File: config.mk
export PLATFORM = sky130hd
export DESIGN_NAME = sincos_wide_cordic
export DESIGN_NICKNAME = d
export VERILOG_FILES = /design/src/rtl/sincos_pkg.sv /design/src/rtl/sc_atan_rom.sv /design/src/rtl/sc_angle_fold.sv /design/src/rtl/sc_rotator.sv /design/src/rtl/sincos_wide_cordic.sv
export SDC_FILE = /design/constraint.sdc
export NUM_CORES = 1
export LEC_CHECK = 0
export BUFFER_PORTS_ARGS = -buffer_cell sky130_fd_sc_hd__buf_2
export CAP_MARGIN = 20
export CORE_UTILIZATION = 35
export DETAILED_ROUTE_END_ITERATION = 12
export PLACE_DENSITY = 0.47
export RECOVER_POWER = 100
export SETUP_SLACK_MARGIN = 0.5
export SKIP_LAST_GASP = 1
export SLEW_MARGIN = 40
export SYNTH_ARGS = -nofsm -noshare
export SYNTH_HDL_FRONTEND = slang
export SYNTH_HIERARCHICAL = 1
export SYNTH_SLANG_ARGS = --single-unit
File: constraint.sdc
create_clock -name clk -period 9.3 [get_ports clk]
set_input_delay 0.465 -clock clk [delete_from_list [all_inputs] [get_ports clk]]
set_output_delay 0.465 -clock clk [all_outputs]
set_load 0.01 [all_outputs]
File: src/rtl/sincos_pkg.sv
package sincos_pkg;

  localparam real PI_R = 3.14159265358979323846;

  typedef enum logic [1:0] {T_IDLE, T_FOLD, T_ROT} top_state_t;
  typedef enum logic [1:0] {F_IDLE, F_SUB, F_FIX} fold_state_t;

  // Inverse of the circular CORDIC gain after n micro-rotations
  function automatic real circ_gain_inv(input int n);
    real g;
    g = 1.0;
    for (int i = 0; i < n; i++) g = g / $sqrt(1.0 + 2.0 ** (-2 * i));
    return g;
  endfunction

  // Real value to signed fixed point with frac fraction bits
  function automatic longint to_fix(input real v, input int frac);
    return longint'(v * (2.0 ** frac));
  endfunction

endpackage

File: src/rtl/sc_atan_rom.sv
module sc_atan_rom #(
  parameter int ITER = 16,
  parameter int ZW   = 23,
  parameter int ZF   = 20,
  localparam int IW  = $clog2(ITER)
) (
  input  logic [IW-1:0]        idx,
  output logic signed [ZW-1:0] val
);
  import sincos_pkg::*;

  logic signed [ZW-1:0] rom [ITER];

  for (genvar g = 0; g < ITER; g++) begin : g_rom
    assign rom[g] = ZW'(to_fix($atan(2.0 ** (-g)), ZF));
  end

  assign val = rom[idx];
endmodule

File: src/rtl/sc_angle_fold.sv
module sc_angle_fold #(
  parameter int ANG_W    = 40,
  parameter int ANG_FRAC = 28,
  parameter int ZW       = 23,
  parameter int ZF       = 20
) (
  input  logic                    clk,
  input  logic                    rst,
  input  logic                    start,
  input  logic signed [ANG_W-1:0] angle_i,
  output logic                    done,
  output logic signed [ZW-1:0]    theta_o
);
  import sincos_pkg::*;

  localparam int INT_W = ANG_W - 1 - ANG_FRAC;
  // 2*pi*2^(INT_W-2) already exceeds the largest magnitude
  localparam int KMAX  = INT_W - 2;
  localparam int KW    = $clog2(KMAX + 1) + 1;
  localparam int RW    = ANG_W + 1;
  localparam int SH    = ANG_FRAC - ZF;
  localparam logic [RW-1:0] TWO_PI_FX = RW'(to_fix(2.0 * PI_R, ANG_FRAC));
  localparam logic [RW-1:0] PI_FX     = RW'(to_fix(PI_R, ANG_FRAC));

  fold_state_t        st;
  logic [RW-1:0]      rem;
  logic [RW-1:0]      modk;
  logic [RW-1:0]      wrapped;
  logic [KW-1:0]      k;
  logic               neg;
  logic signed [RW-1:0] ext;
  logic signed [RW:0]   centered;

  always_comb begin
    ext      = {angle_i[ANG_W-1], angle_i};
    modk     = TWO_PI_FX << k;
    wrapped  = (neg && rem != '0) ? TWO_PI_FX - rem : rem;
    centered = $signed({1'b0, wrapped}) - $signed({1'b0, PI_FX});
  end

  always_ff @(posedge clk) begin
    if (rst) begin
      st      <= F_IDLE;
      rem     <= '0;
      k       <= '0;
      neg     <= 1'b0;
      done    <= 1'b0;
      theta_o <= '0;
    end else begin
      done <= 1'b0;
      case (st)
        F_IDLE: if (start) begin
          neg <= ext[RW-1];
          rem <= ext[RW-1] ? RW'(-ext) : RW'(ext);
          k   <= KW'(KMAX);
          st  <= F_SUB;
        end
        F_SUB: begin
          if (rem >= modk) rem <= rem - modk;
          if (k == '0) st <= F_FIX;
          else         k  <= k - 1'b1;
        end
        F_FIX: begin
          theta_o <= ZW'(centered >>> SH);
          done    <= 1'b1;
          st      <= F_IDLE;
        end
        default: st <= F_IDLE;
      endcase
    end
  end
endmodule

File: src/rtl/sc_rotator.sv
module sc_rotator #(
  parameter int ITER = 16,
  parameter int XW   = 23,
  parameter int XF   = 20,
  parameter int ZW   = 23,
  parameter int ZF   = 20
) (
  input  logic                 clk,
  input  logic                 rst,
  input  logic                 start,
  input  logic signed [ZW-1:0] theta_i,
  output logic                 done,
  output logic signed [XW-1:0] x_o,
  output logic signed [XW-1:0] y_o
);
  import sincos_pkg::*;

  localparam int IW = $clog2(ITER);
  localparam logic signed [XW-1:0] K_FX   = XW'(to_fix(circ_gain_inv(ITER), XF));
  localparam logic signed [ZW-1:0] PI_Z   = ZW'(to_fix(PI_R, ZF));
  localparam logic signed [ZW-1:0] HALF_Z = ZW'(to_fix(PI_R / 2.0, ZF));

  logic signed [XW-1:0] x, y, xs, ys;
  logic signed [ZW-1:0] z, at;
  logic [IW-1:0]        i;
  logic                 busy;

  sc_atan_rom #(.ITER(ITER), .ZW(ZW), .ZF(ZF)) u_rom (.idx(i), .val(at));

  assign xs  = x >>> i;
  assign ys  = y >>> i;
  assign x_o = x;
  assign y_o = y;

  always_ff @(posedge clk) begin
    if (rst) begin
      x <= '0; y <= '0; z <= '0; i <= '0;
      busy <= 1'b0;
      done <= 1'b0;
    end else begin
      done <= 1'b0;
      if (start) begin
        // Residuals beyond +-pi/2 start from the opposite vector
        y <= '0;
        i <= '0;
        busy <= 1'b1;
        if (theta_i > HALF_Z) begin
          z <= theta_i - PI_Z;
          x <= -K_FX;
        end else if (theta_i < -HALF_Z) begin
          z <= theta_i + PI_Z;
          x <= -K_FX;
        end else begin
          z <= theta_i;
          x <= K_FX;
        end
      end else if (busy) begin
        if (!z[ZW-1]) begin
          x <= x - ys;
          y <= y + xs;
          z <= z - at;
        end else begin
          x <= x + ys;
          y <= y - xs;
          z <= z + at;
        end
        if (i == IW'(ITER - 1)) begin
          busy <= 1'b0;
          done <= 1'b1;
        end else begin
          i <= i + 1'b1;
        end
      end
    end
  end
endmodule

File: src/rtl/sincos_wide_cordic.sv
module sincos_wide_cordic #(
  parameter int ANG_W    = 40,
  parameter int ANG_FRAC = 28,
  parameter int OUT_FRAC = 16,
  parameter int GUARD    = 4,
  localparam int OUT_W   = OUT_FRAC + 2
) (
  input  logic                    clk,
  input  logic                    rst,
  input  logic                    in_valid,
  output logic                    in_ready,
  input  logic signed [ANG_W-1:0] in_angle,
  output logic                    out_valid,
  output logic signed [OUT_W-1:0] out_cos,
  output logic signed [OUT_W-1:0] out_sin
);
  import sincos_pkg::*;

  localparam int ITER = OUT_FRAC;
  localparam int XF   = OUT_FRAC + GUARD;
  localparam int XW   = XF + 3;
  localparam int ZF   = OUT_FRAC + 4;
  localparam int ZW   = ZF + 3;
  localparam logic signed [XW+1:0] HALF = (XW+2)'(1) <<< (GUARD - 1);
  localparam logic signed [XW+1:0] ONE  = (XW+2)'(1) <<< OUT_FRAC;

  top_state_t           st;
  logic                 fire, fold_done, rot_done;
  logic signed [ZW-1:0] theta;
  logic signed [XW-1:0] rx, ry;

  assign in_ready = (st == T_IDLE);
  assign fire     = in_valid && in_ready;

  sc_angle_fold #(.ANG_W(ANG_W), .ANG_FRAC(ANG_FRAC), .ZW(ZW), .ZF(ZF)) u_fold (
    .clk(clk), .rst(rst), .start(fire), .angle_i(in_angle),
    .done(fold_done), .theta_o(theta)
  );

  sc_rotator #(.ITER(ITER), .XW(XW), .XF(XF), .ZW(ZW), .ZF(ZF)) u_rot (
    .clk(clk), .rst(rst), .start(fold_done), .theta_i(theta),
    .done(rot_done), .x_o(rx), .y_o(ry)
  );

  // Undo the pi reflection (negate), round away the guard bits, clamp to +-1
  function automatic logic signed [OUT_W-1:0] reflect_round(input logic signed [XW-1:0] v);
    logic signed [XW+1:0] n;
    n = -$signed({{2{v[XW-1]}}, v}) + HALF;
    n = n >>> GUARD;
    if (n > ONE)       n = ONE;
    else if (n < -ONE) n = -ONE;
    return OUT_W'(n);
  endfunction

  always_ff @(posedge clk) begin
    if (rst) begin
      st        <= T_IDLE;
      out_valid <= 1'b0;
      out_cos   <= '0;
      out_sin   <= '0;
    end else begin
      out_valid <= 1'b0;
      case (st)
        T_IDLE: if (fire)      st <= T_FOLD;
        T_FOLD: if (fold_done) st <= T_ROT;
        T_ROT:  if (rot_done) begin
          out_cos   <= reflect_round(rx);
          out_sin   <= reflect_round(ry);
          out_valid <= 1'b1;
          st        <= T_IDLE;
        end
        default: st <= T_IDLE;
      endcase
    end
  end
endmodule

* Word-level counts from Yosys, hierarchy flattened *
Memory sizes are Yosys's and may differ from the RTL's.
Cells that the tools add are included.

cells by class
  $add $sub $neg = 18
  order comparisons = 8
  equality and inequality tests = 12
  shifts and indexed selects = 3
  multiplexer cells = 37
  bitwise logic cells = 4
  reduce and logical (&&, ||, !) cells = 18

operators with widths
  kind                      count
  $mux W23                  13
  $mux W41                  3
  $pmux W41 S2              1
  $mux W18                  4
  $add A23 B23 Y23          3
  $sub A23 B23 Y23          3
  $add A25 B5 Y25 const B   2
  $neg A23 Y25              2
  $sshr A23 B4 Y23          2
  $gt A21 B18 Y1 const B    2
  $lt A21 B17 Y1 const B    2
  $ge A41 B41 Y1            1
  $neg A40 Y41              1
  $reduce_bool A41 Y1       1
  $shl A31 B5 Y41 const A   1
  $sub A41 B41 Y41          1
  $mux W31                  1
  $sub A31 B30 Y31 const B  1
  $sub A31 B31 Y31 const A  1
  $add A23 B23 Y23 const B  1
  $gt A23 B22 Y1 const B    1
  $lt A23 B22 Y1 const B    1
  $sub A23 B23 Y23 const B  1
  $mux W5                   2
  other kinds (23)          49

word-level totals
  bits in registers = 187
  memory bits (read-only) = 368
  input bits = 43
  output and inout bits = 38
  word-level logic and storage cells = 117
  memories = 1

memory list
  name              depth  width  rd ports  clocked after Yosys merged registers in  write ports  RTL line           source
  (name not given)  16     23     1         0                                        0            sc_atan_rom.sv:18  assign val = rom[idx];

* Logic depth before layout (Yosys ltp) *
Gate-level depths: netlist (run 1).

  word-level depth = 8
  depth in mapped cells = 27
  mapped depth without buffers = 22

* Modules after synthesis *
Netlist (run 1), hierarchy kept.

modules (own cells, without submodules)
  module              instances  cells each  area each (µm²)  sequential area each (µm²)
  sc_rotator          1          1333        10598.9          1501.4
  sc_angle_fold       1          1272        8844.7           1461.4
  sincos_wide_cordic  1          228         2133.3           780.7
  sc_atan_rom         1          64          421.7            0.0

* Worst setup path before layout (run 1) *
OpenSTA, ideal clock, no wires.

  path kind = reg-to-reg
  start point = reg u_rot.i[1]
  end point = reg u_rot.x[22] (netlist: u_rot/x_o[22])
  setup time = 131 ps
  data arrival time = 5053 ps
  data required time = 9169 ps
  setup slack = 4116 ps
  stages on the path, launching flop included = 28
  buffers on the path = 6
  clock period less this slack = 5184 ps
  cells stage by stage = dfxtp_1 buf_2 buf_4 buf_2 buf_2 mux4_2 mux2i_1 nor2_1 a21oi_1 inv_2 nor3b_1 and2_1 and3_1 clkbuf_1 a21oi_1 xor2_1 ha_1 clkbuf_1 a21oi_1 o21ai_0 a21oi_1 o311ai_0 a2111oi_0 o311ai_0 xnor2_1 nand2_1 o21ai_2 a21oi_2

on the way
  word-level cells in the longest chain between the ends = 5
  elaborated cells on any way between the ends = 6
  those cells by class = add/sub: 2; shift: 1; mux: 3

RTL lines
  what                                                         RTL line                            source
  from (decl)                                                  sc_rotator.sv:25                    logic [IW-1:0] i;
  from (signal assigned)                                       sc_rotator.sv:71                    i <= i + 1'b1;
  $sshr A23 B4 Y23 *                                           sc_rotator.sv:31                    assign ys = y >>> i;
  $sub A23 B23 Y23 / $add A23 B23 Y23 (equally long branches)  sc_rotator.sv:59, sc_rotator.sv:63
  $mux W23 *                                                   sc_rotator.sv:58                    if (!z[ZW-1]) begin
  $mux W23 *                                                   sc_rotator.sv:57                    end else if (busy) begin
  $mux W23 *                                                   sc_rotator.sv:42                    if (start) begin
  to (signal assigned)                                         sc_rotator.sv:49                    x <= -K_FX;
  to (signal assigned)                                         sc_rotator.sv:59                    x <= x - ys;
  to (signal assigned)                                         sc_rotator.sv:63                    x <= x + ys;
  to (decl)                                                    sc_rotator.sv:23                    logic signed [XW-1:0] x, y, xs, ys;

Every way passes the cells marked *; elsewhere a longest branch is shown, timed or not. The select of a mux whose other input is x is not followed.
A chain may end at the register's enable or synchronous reset.

* Final worst setup path (run 1) *
  start point = reg u_rot.i[1]
  end point = reg u_rot.y[22] (netlist: u_rot/y_o[22])

on the way
  word-level cells in the longest chain between the ends = 3
  elaborated cells on any way between the ends = 4
  those cells by class = add/sub: 2; shift: 1; mux: 1

RTL lines
  what                                                         RTL line                            source
  $sshr A23 B4 Y23 *                                           sc_rotator.sv:30                    assign xs = x >>> i;
  $add A23 B23 Y23 / $sub A23 B23 Y23 (equally long branches)  sc_rotator.sv:60, sc_rotator.sv:64
  $mux W23 *                                                   sc_rotator.sv:58
  to (signal assigned)                                         sc_rotator.sv:60                    y <= y + xs;
  to (signal assigned)                                         sc_rotator.sv:64                    y <= y - xs;
  to (decl)                                                    sc_rotator.sv:23

Every way passes the cells marked *; elsewhere a longest branch is shown, timed or not.

==> impl_metrics.yaml, run 1 <==
layout:
  mostFrequentLayoutCell: "nor2_1"
  finish.net_count: 3016
  layout-area-overhead-vs-synth_pct: 5.443
  mostFrequentLayoutCells: "282 x nor2_1, 275 x a21oi_1, 241 x nand2_1, 182 x dfxtp_1, 168 x o21ai_0"
  finalCoreUtilization_pct: 37.45
  drive_gt1_share_pct: 7.768
floorplan:
  core_region_area_um2: 61940
  fp.dieW_um: 252.7
  initial_utilization_pct: 35.52
  chipHeight_um: 252.7
  core.rowCount: 91
  dieArea_um2: 63860
  ioPinCount: 81
run_status:
  violations: "max-capacitance violations, max-slew violations"
  outcome: "finished, violations left"
critical_path:
  path_cells: "buf_4 > mux4_2 > mux2_1 > mux2i_1 > ha_1 > a21boi_0 > and3_1 > nor2_1 > xnor2_1 > ha_1 > a21o_1 > a21o_1 > a21oi_1 > nor3b_1 > a211oi_1 > o31ai_1 > xnor3_1 > nor2_1 > xnor2_1 > nor2_1"
  cp_num_buf_inv: 1
  critical-path-max-stage-delay_ps: 1500
  end_kind: "flip-flop"
  required_ps: 9600
  startpoint_type: "flip-flop"
  timing_worst_setup_path_type: "flip-flop to flip-flop"
  cpMaxStageDelayCell: "dfxtp_1"
  worst_r2r_path_depth: 20
  critical_path.most_common_cell: "nor2_1"
  crit-reg2reg-launch: "u_rot/i[1]$_SDFFE_PP0P_"
  path_delay_family: "compound AO/OA/AOI/OAI gates"
  r2r_slack_ps: 2230
  crit_path_max_fanout: 43
  worst_ep_arrival_time_ps: 7360
  r2r-end: "u_rot/y_o[22]$_SDFFE_PP0P_"
sta:
  setup_viol: 0
  setup_total_negative_slack_ps: 0
  unrepaired_setup_endpoints_after_global_routing: "no"
  period_needed_ps: 7068
  worst-slew-pin-transition_ps: 3043
  achievable-frequency_ghz: 0.1415
  fin_skew_ps: 16.59
  period_share_pct: 76.00
  postLayoutSetupSlackWorst_ps: 2232
  timing_max_transition_violations_final: 285
  final_count_of_hold_timing_violations: 0
  relSlewSlack_pct: -102.8
global_route:
  grt_first_pass_wirelength_um: 118700
  grt_ovf: 0
  grt_pass1_vias: 20560
  grt_max_degree: 62
  antenna_found_initial: 4
  gr-usage-all-layers_pct: 23.64
clocking:
  postCtsResizedCells: 0
  cts_tree: "done"
  cts.sink_count: 187
  cts_hold_repair.buffers: 0
  htreeDepth: 4
  cts_buffer_depth: 2
  worstSkewPairLatency_ps: 510
  setup_fix_bufs_post_cts: 0
  clk_pin_slew_ps: 80
  cts_buffers: 17
  cts.root.buffer_cell: "clkbuf_16"
synthesis:
  cell_count_after_synthesis: 2897
  fraction_of_post_synthesis_cell_area_in_the_top_cell_type_by_area_pct: 17.02
  yosys.cell_types.count: 108
  synth_area_leader_cell: "dfxtp_1"
  yosys_warnings: 6
  synth_flop_cell: "dfxtp_1"
  syn_area_um2: 22000
  syn_avg_cell_area_um2: 7.594
  ys_top_cells_by_area: "dfxtp_1 17%, ha_1 7.8%, a21oi_1 6.2%"
  yosys_register_bits: 187
  synth-async-reset-ratio_pct: 0
  synth.yosys.seq_area_share_pct: 17.02
  synth_edf_count: 0
drt:
  aggregate_routed_wire_length_um: 75750
  drt_first_pass_iters: 5
  ant_nets: 0
  detail_route.drc_violations: 0
  vias: 21460
  first_iter_violations: 1425
  routedWlPerCell_um: 20.57
  route.detailed.vias_per_inst: 5.828
power_and_ir_drop:
  power_leakage_nw: 8.912
  power.density_nw_per_um2: 202.0
  ir_worst_vdd_v: 0.0001460
placed_design:
  placement.setup.worst_slack_ps: 3136
  place_congestion: 0.8919
  place.port_buffers: 80
  post_detailed_placement_half_perimeter_wirelength_um: 57790
flow_run:
  cap_viol_max_count: 10
worst_hold_path:
  hold_path_class: "input port to flip-flop"
  holdPathStages: 3
  hp-start: "in_valid"
  hold_end: "st[0]$_SDFFE_PP0P_"
kinds of logic after synthesis:
group	count (synthesis)	share of synthesized area (%)
AO/OA/AOI/OAI	911	27.26
XOR/XNOR	264	10.61
adder cells (fa/ha/maj)	141	8.156
buffers and inverters	283	5.500
flip-flops	187	17.02
multiplexers	150	9.760
other	1	0.01705
AND/OR/NAND/NOR	960	21.69
cell type report:
type / count / area, um2
multi-input cells: 2429 / 16940
clock buffers: 19 / 442.9
clock inverters: 13 / 126.4
fillers: 6641 / 38740
well taps: 837 / 1047
diodes: 1 / 2.502
inverters: 94 / 355.3
repair buffers: 103 / 530.5
flip-flops and latches: 187 / 3755
flip-flops by register name, summed over array words and instances (netlist names):
register and cells:
u_fold/neg 1, u_rot/done 1, out_cos 18, u_fold/rem 41
out_valid 1, u_rot/i 4, u_rot/y_o 23, out_sin 18
u_fold/k 5, u_rot/z 23, u_rot/x_o 23, u_fold/theta_o 23
u_fold/done 1, u_rot/busy 1, u_fold/st 2, st 2
tightest hold or removal path: cells and delay by family:
kind	cells	cell delay, ps
buffers and inverters	1	110
AOI/OAI and AO/OA	1	60
and+or+nand+nor	1	70
through the flow:
stage	cells	hold WS [ps]	power (W)	area [um2]
3_5_place_dp	3650	449.7	0.003947	22830
2_1_floorplan	2899	430.7	0.003255	22010
6_report	3683	254.2	0.004685	23200
4_1_cts	3682	217.1	0.004728	23400
3_3_place_gp	3648	445.1	0.003931	22790
5_1_grt	3682	240.8	0.005057	23190
metal layers:
| metal | track usage [%] | vias to the layer above | share of wire (%) | wire length [um] |
|---|---|---|---|---|
| met1 | 29.88 | 10420 | 45 | 33960 |
| met4 | 7.065 | 6 | 2.3 | 1752 |
| li1 | - | 10520 | - | - |
| met2 | 41.54 | 436 | 49 | 37170 |
| met5 | 0 | - | 0.055 | 42 |
| met3 | 3.007 | 81 | 3.7 | 2823 |
synthesized netlist by cell type, types with 46 or more instances:
master,number
xor2_1,108
nand2_1,241
mux2i_1,69
nand3_1,57
inv_1,86
a21oi_1,274
nor2_1,282
clkbuf_1,127
nor3_1,69
xnor2_1,154
o31ai_1,46
o21ai_0,165
dfxtp_1,187
a21o_1,58
ha_1,137
power by group:
| part | switching, W | internal, W | total [W] |
|---|---|---|---|
| Combinational | 0.00172 | 0.00113 | 0.00285 |
| Sequential | 0.000204 | 0.000874 | 0.00108 |
| Clock | 0.000397 | 0.000361 | 0.000758 |
| Total | 0.00232 | 0.00237 | 0.00468 |
how the worst max path moves through the flow:
| stage | endpoint | from | depth (start not counted) | slack (ps) |
|---|---|---|---|---|
| floorplan | u_rot/x_o[22]$_SDFFE_PP0P_ | u_rot/i[1]$_SDFFE_PP0P_ | 27 | 4120 |
| global placement | u_rot/y_o[22]$_SDFFE_PP0P_ | u_rot/i[1]$_SDFFE_PP0P_ | 20 | 3260 |
| detailed placement | u_rot/y_o[22]$_SDFFE_PP0P_ | u_rot/i[1]$_SDFFE_PP0P_ | 20 | 3140 |
| CTS | u_rot/y_o[22]$_SDFFE_PP0P_ | u_rot/i[1]$_SDFFE_PP0P_ | 20 | 3090 |
| global route | u_rot/y_o[22]$_SDFFE_PP0P_ | u_rot/i[1]$_SDFFE_PP0P_ | 20 | 1690 |
| finish | u_rot/y_o[22]$_SDFFE_PP0P_ | u_rot/i[1]$_SDFFE_PP0P_ | 20 | 2230 |
(Power assumes the default switching activity.)
==> inputs of run 2 (changes only) <==
--- a/config.mk
+++ b/config.mk
@@ -9,7 +9,7 @@
 export CAP_MARGIN = 20
 export CORE_UTILIZATION = 35
 export DETAILED_ROUTE_END_ITERATION = 12
-export PLACE_DENSITY = 0.47
+export PLACE_DENSITY = 0.49
 export RECOVER_POWER = 100
 export SETUP_SLACK_MARGIN = 0.5
 export SKIP_LAST_GASP = 1
==> constraint.sdc (replaced) <==
create_clock -name clk -period 5.81 [get_ports clk]
set_input_delay 0.2905 -clock clk [delete_from_list [all_inputs] [get_ports clk]]
set_output_delay 0.2905 -clock clk [all_outputs]
set_load 0.01 [all_outputs]
==> run 2 against run 1 <==
The run still ends with max-capacitance violations, max-slew violations left. Die area did not move. Count of clock-buffer cells in the layout unchanged. Maximum frequency is 36% higher. Critical endpoint is now u_rot/x_o[22]$_SDFFE_PP0P_. Wire length increased by 0.87%.
==> impl_metrics.yaml, run 2 (same netlist as run 1, synthesis figures left out) <==
run_status:
  outcome: "finished, violations left"
  violations: "max-capacitance violations, max-slew violations"
floorplan:
  core.rowCount: 91
  core_region_area_um2: 61940
  chipHeight_um: 252.7
  ioPinCount: 81
  initial_utilization_pct: 35.52
  fp.dieW_um: 252.7
  dieArea_um2: 63860
power_and_ir_drop:
  switching_part_of_the_total_power_pct: 49.00
  ir_worst_vdd_v: 0.0002139
  power.density_nw_per_um2: 322.2
  power_leakage_nw: 9.259
  combinationalPowerShare_pct: 61.5
  p_int_w: 0.003916
  power_frac_clock_pct: 16.2
  seq_power_share_pct: 22.3
  netSwitchingPower_w: 0.003762
critical_path:
  startpoint_type: "flip-flop"
  end_kind: "flip-flop"
  r2r_slack_ps: 600
  worst_r2r_path_depth: 21
  worst_ep_arrival_time_ps: 5560
  timing_worst_setup_path_type: "flip-flop to flip-flop"
  crit_path_max_fanout: 8
  required_ps: 6160
global_route:
  grt_first_pass_wirelength_um: 118800
  gr-usage-all-layers_pct: 23.74
  grt_ovf: 0
  grt_pass1_vias: 20810
  antenna_found_initial: 1
  grt_max_degree: 77
worst_hold_path:
  holdPathStages: 3
  hold_path_class: "input port to flip-flop"
drt:
  vias: 21900
  detail_route.drc_violations: 0
  aggregate_routed_wire_length_um: 76410
  drt_first_pass_iters: 5
  first_iter_violations: 1627
  ant_nets: 0
  route.detailed.vias_per_inst: 5.852
  routedWlPerCell_um: 20.42
clocking:
  cts.sink_count: 187
  worstSkewPairLatency_ps: 510
  cts_buffer_depth: 2
  htreeDepth: 4
  cts.root.buffer_cell: "clkbuf_16"
  clk_pin_slew_ps: 80
  cts_hold_repair.buffers: 0
  cts_buffers: 17
  cts_tree: "done"
sta:
  period_share_pct: 89.65
  fin_skew_ps: 17.59
  setup_viol: 0
  achievable-frequency_ghz: 0.1920
  timing_max_transition_violations_final: 65
  period_needed_ps: 5209
  relSlewSlack_pct: -53.30
  final_count_of_hold_timing_violations: 0
  unrepaired_setup_endpoints_after_global_routing: "no"
  setup_total_negative_slack_ps: 0
  worst-slew-pin-transition_ps: 2300
flow_run:
  cap_viol_max_count: 3
placed_design:
  dpl-instance-area_um2: 23230
  place.port_buffers: 80
  placed_cells: 3702
  place_congestion: 0.9233
  post_detailed_placement_half_perimeter_wirelength_um: 58880
layout:
  layout_cell_area_excl_fill_um2: 23830
  mostFrequentLayoutCells: "282 x nor2_1, 273 x a21oi_1, 241 x nand2_1, 182 x dfxtp_1, 166 x o21ai_0"
  finalCoreUtilization_pct: 38.47
  layout-area-overhead-vs-synth_pct: 8.327
  multi_input_area_um2: 17060
  regMostFlops: "u_fold/rem"
  mostFrequentLayoutCell: "nor2_1"
  fillerInstances: 6542
  largest_reg_flops: 41
  final-instance-count-excl-fill: 3742
  seq_area_um2: 3755
  finish.net_count: 3076
  antenna_cells: 0
  drive_gt1_share_pct: 10.22
==> run 2: critical path, stage by stage, from the launching register on <==
cell	delay [ps]
dfxtp_1	490
buf_12	170
mux4_1	620
mux2_2	300
a21oi_1	240
inv_2	70
nor3b_1	250
and2_0	270
and3_1	250
a21oi_1	100
xor2_1	180
ha_1	380
a21oi_1	160
o21ai_0	120
a21oi_1	210
o311ai_1	210
a2111oi_2	460
o311ai_1	180
xnor2_1	160
nand2_1	80
o21ai_2	100
a21oi_2	70
==> run 2: metrics by stage <==
| stage | setup WS [ps] | hold slack, ps | total power (W) |
|---|---|---|---|
| floorplan | 626.3 | 381.5 | 0.005210 |
| global placement | 256.8 | 440.3 | 0.006360 |
| detailed placement | 184.5 | 446.4 | 0.006390 |
| global route | 253.8 | 75.80 | 0.008293 |
| CTS | 470.5 | 48.39 | 0.007693 |
| finish | 601.3 | 90.11 | 0.007679 |
==> run 2: area by class of cell <==
class | count | share of cell area (%)
clock buffers | 19 | 1.859
clock inverters | 13 | 0.6406
inverters | 94 | 1.496
multi-input cells | 2429 | 71.57
flip-flops and latches | 187 | 15.76
well taps | 837 | 4.395
repair buffers | 163 | 4.279
==> run 2: repair_timing <==
action / 4_1_cts / 5_1_grt
setup endpoints to repair: 11 / 14
pin swaps: 0 / 2
buffers inserted: 2 / 6
gates resized for setup: 5 / 25
==> run 2: final timing paths <==
path / to / startpoint
max reg2reg: u_rot/x_o[22]$_SDFFE_PP0P_ / u_rot/i[0]$_SDFFE_PP0P_
min reg2reg: out_cos[16]$_SDFFE_PP0P_ / out_cos[16]$_SDFFE_PP0P_
min: st[0]$_SDFFE_PP0P_ / in_valid
max: u_rot/x_o[22]$_SDFFE_PP0P_ / u_rot/i[0]$_SDFFE_PP0P_
==> run 2: power by group through the flow <==
stage	sequential, W	combinational, W	clock, W
after global routing	0.00173	0.00522	0.00134
after floorplan	0.00154	0.00367	0
after global placement	0.00174	0.00462	0
final	0.00171	0.00472	0.00125
after detailed placement	0.00174	0.00465	0
after CTS	0.00171	0.00468	0.00130
==> run 2: layer usage <==
metal	up-vias	global-route usage, %	share of wire [%]
met5	-	0	0.017
met4	2	7.463	2.7
met3	93	3.357	3.8
met2	461	41.57	49
met1	10680	29.79	44
li1	10660	-	-
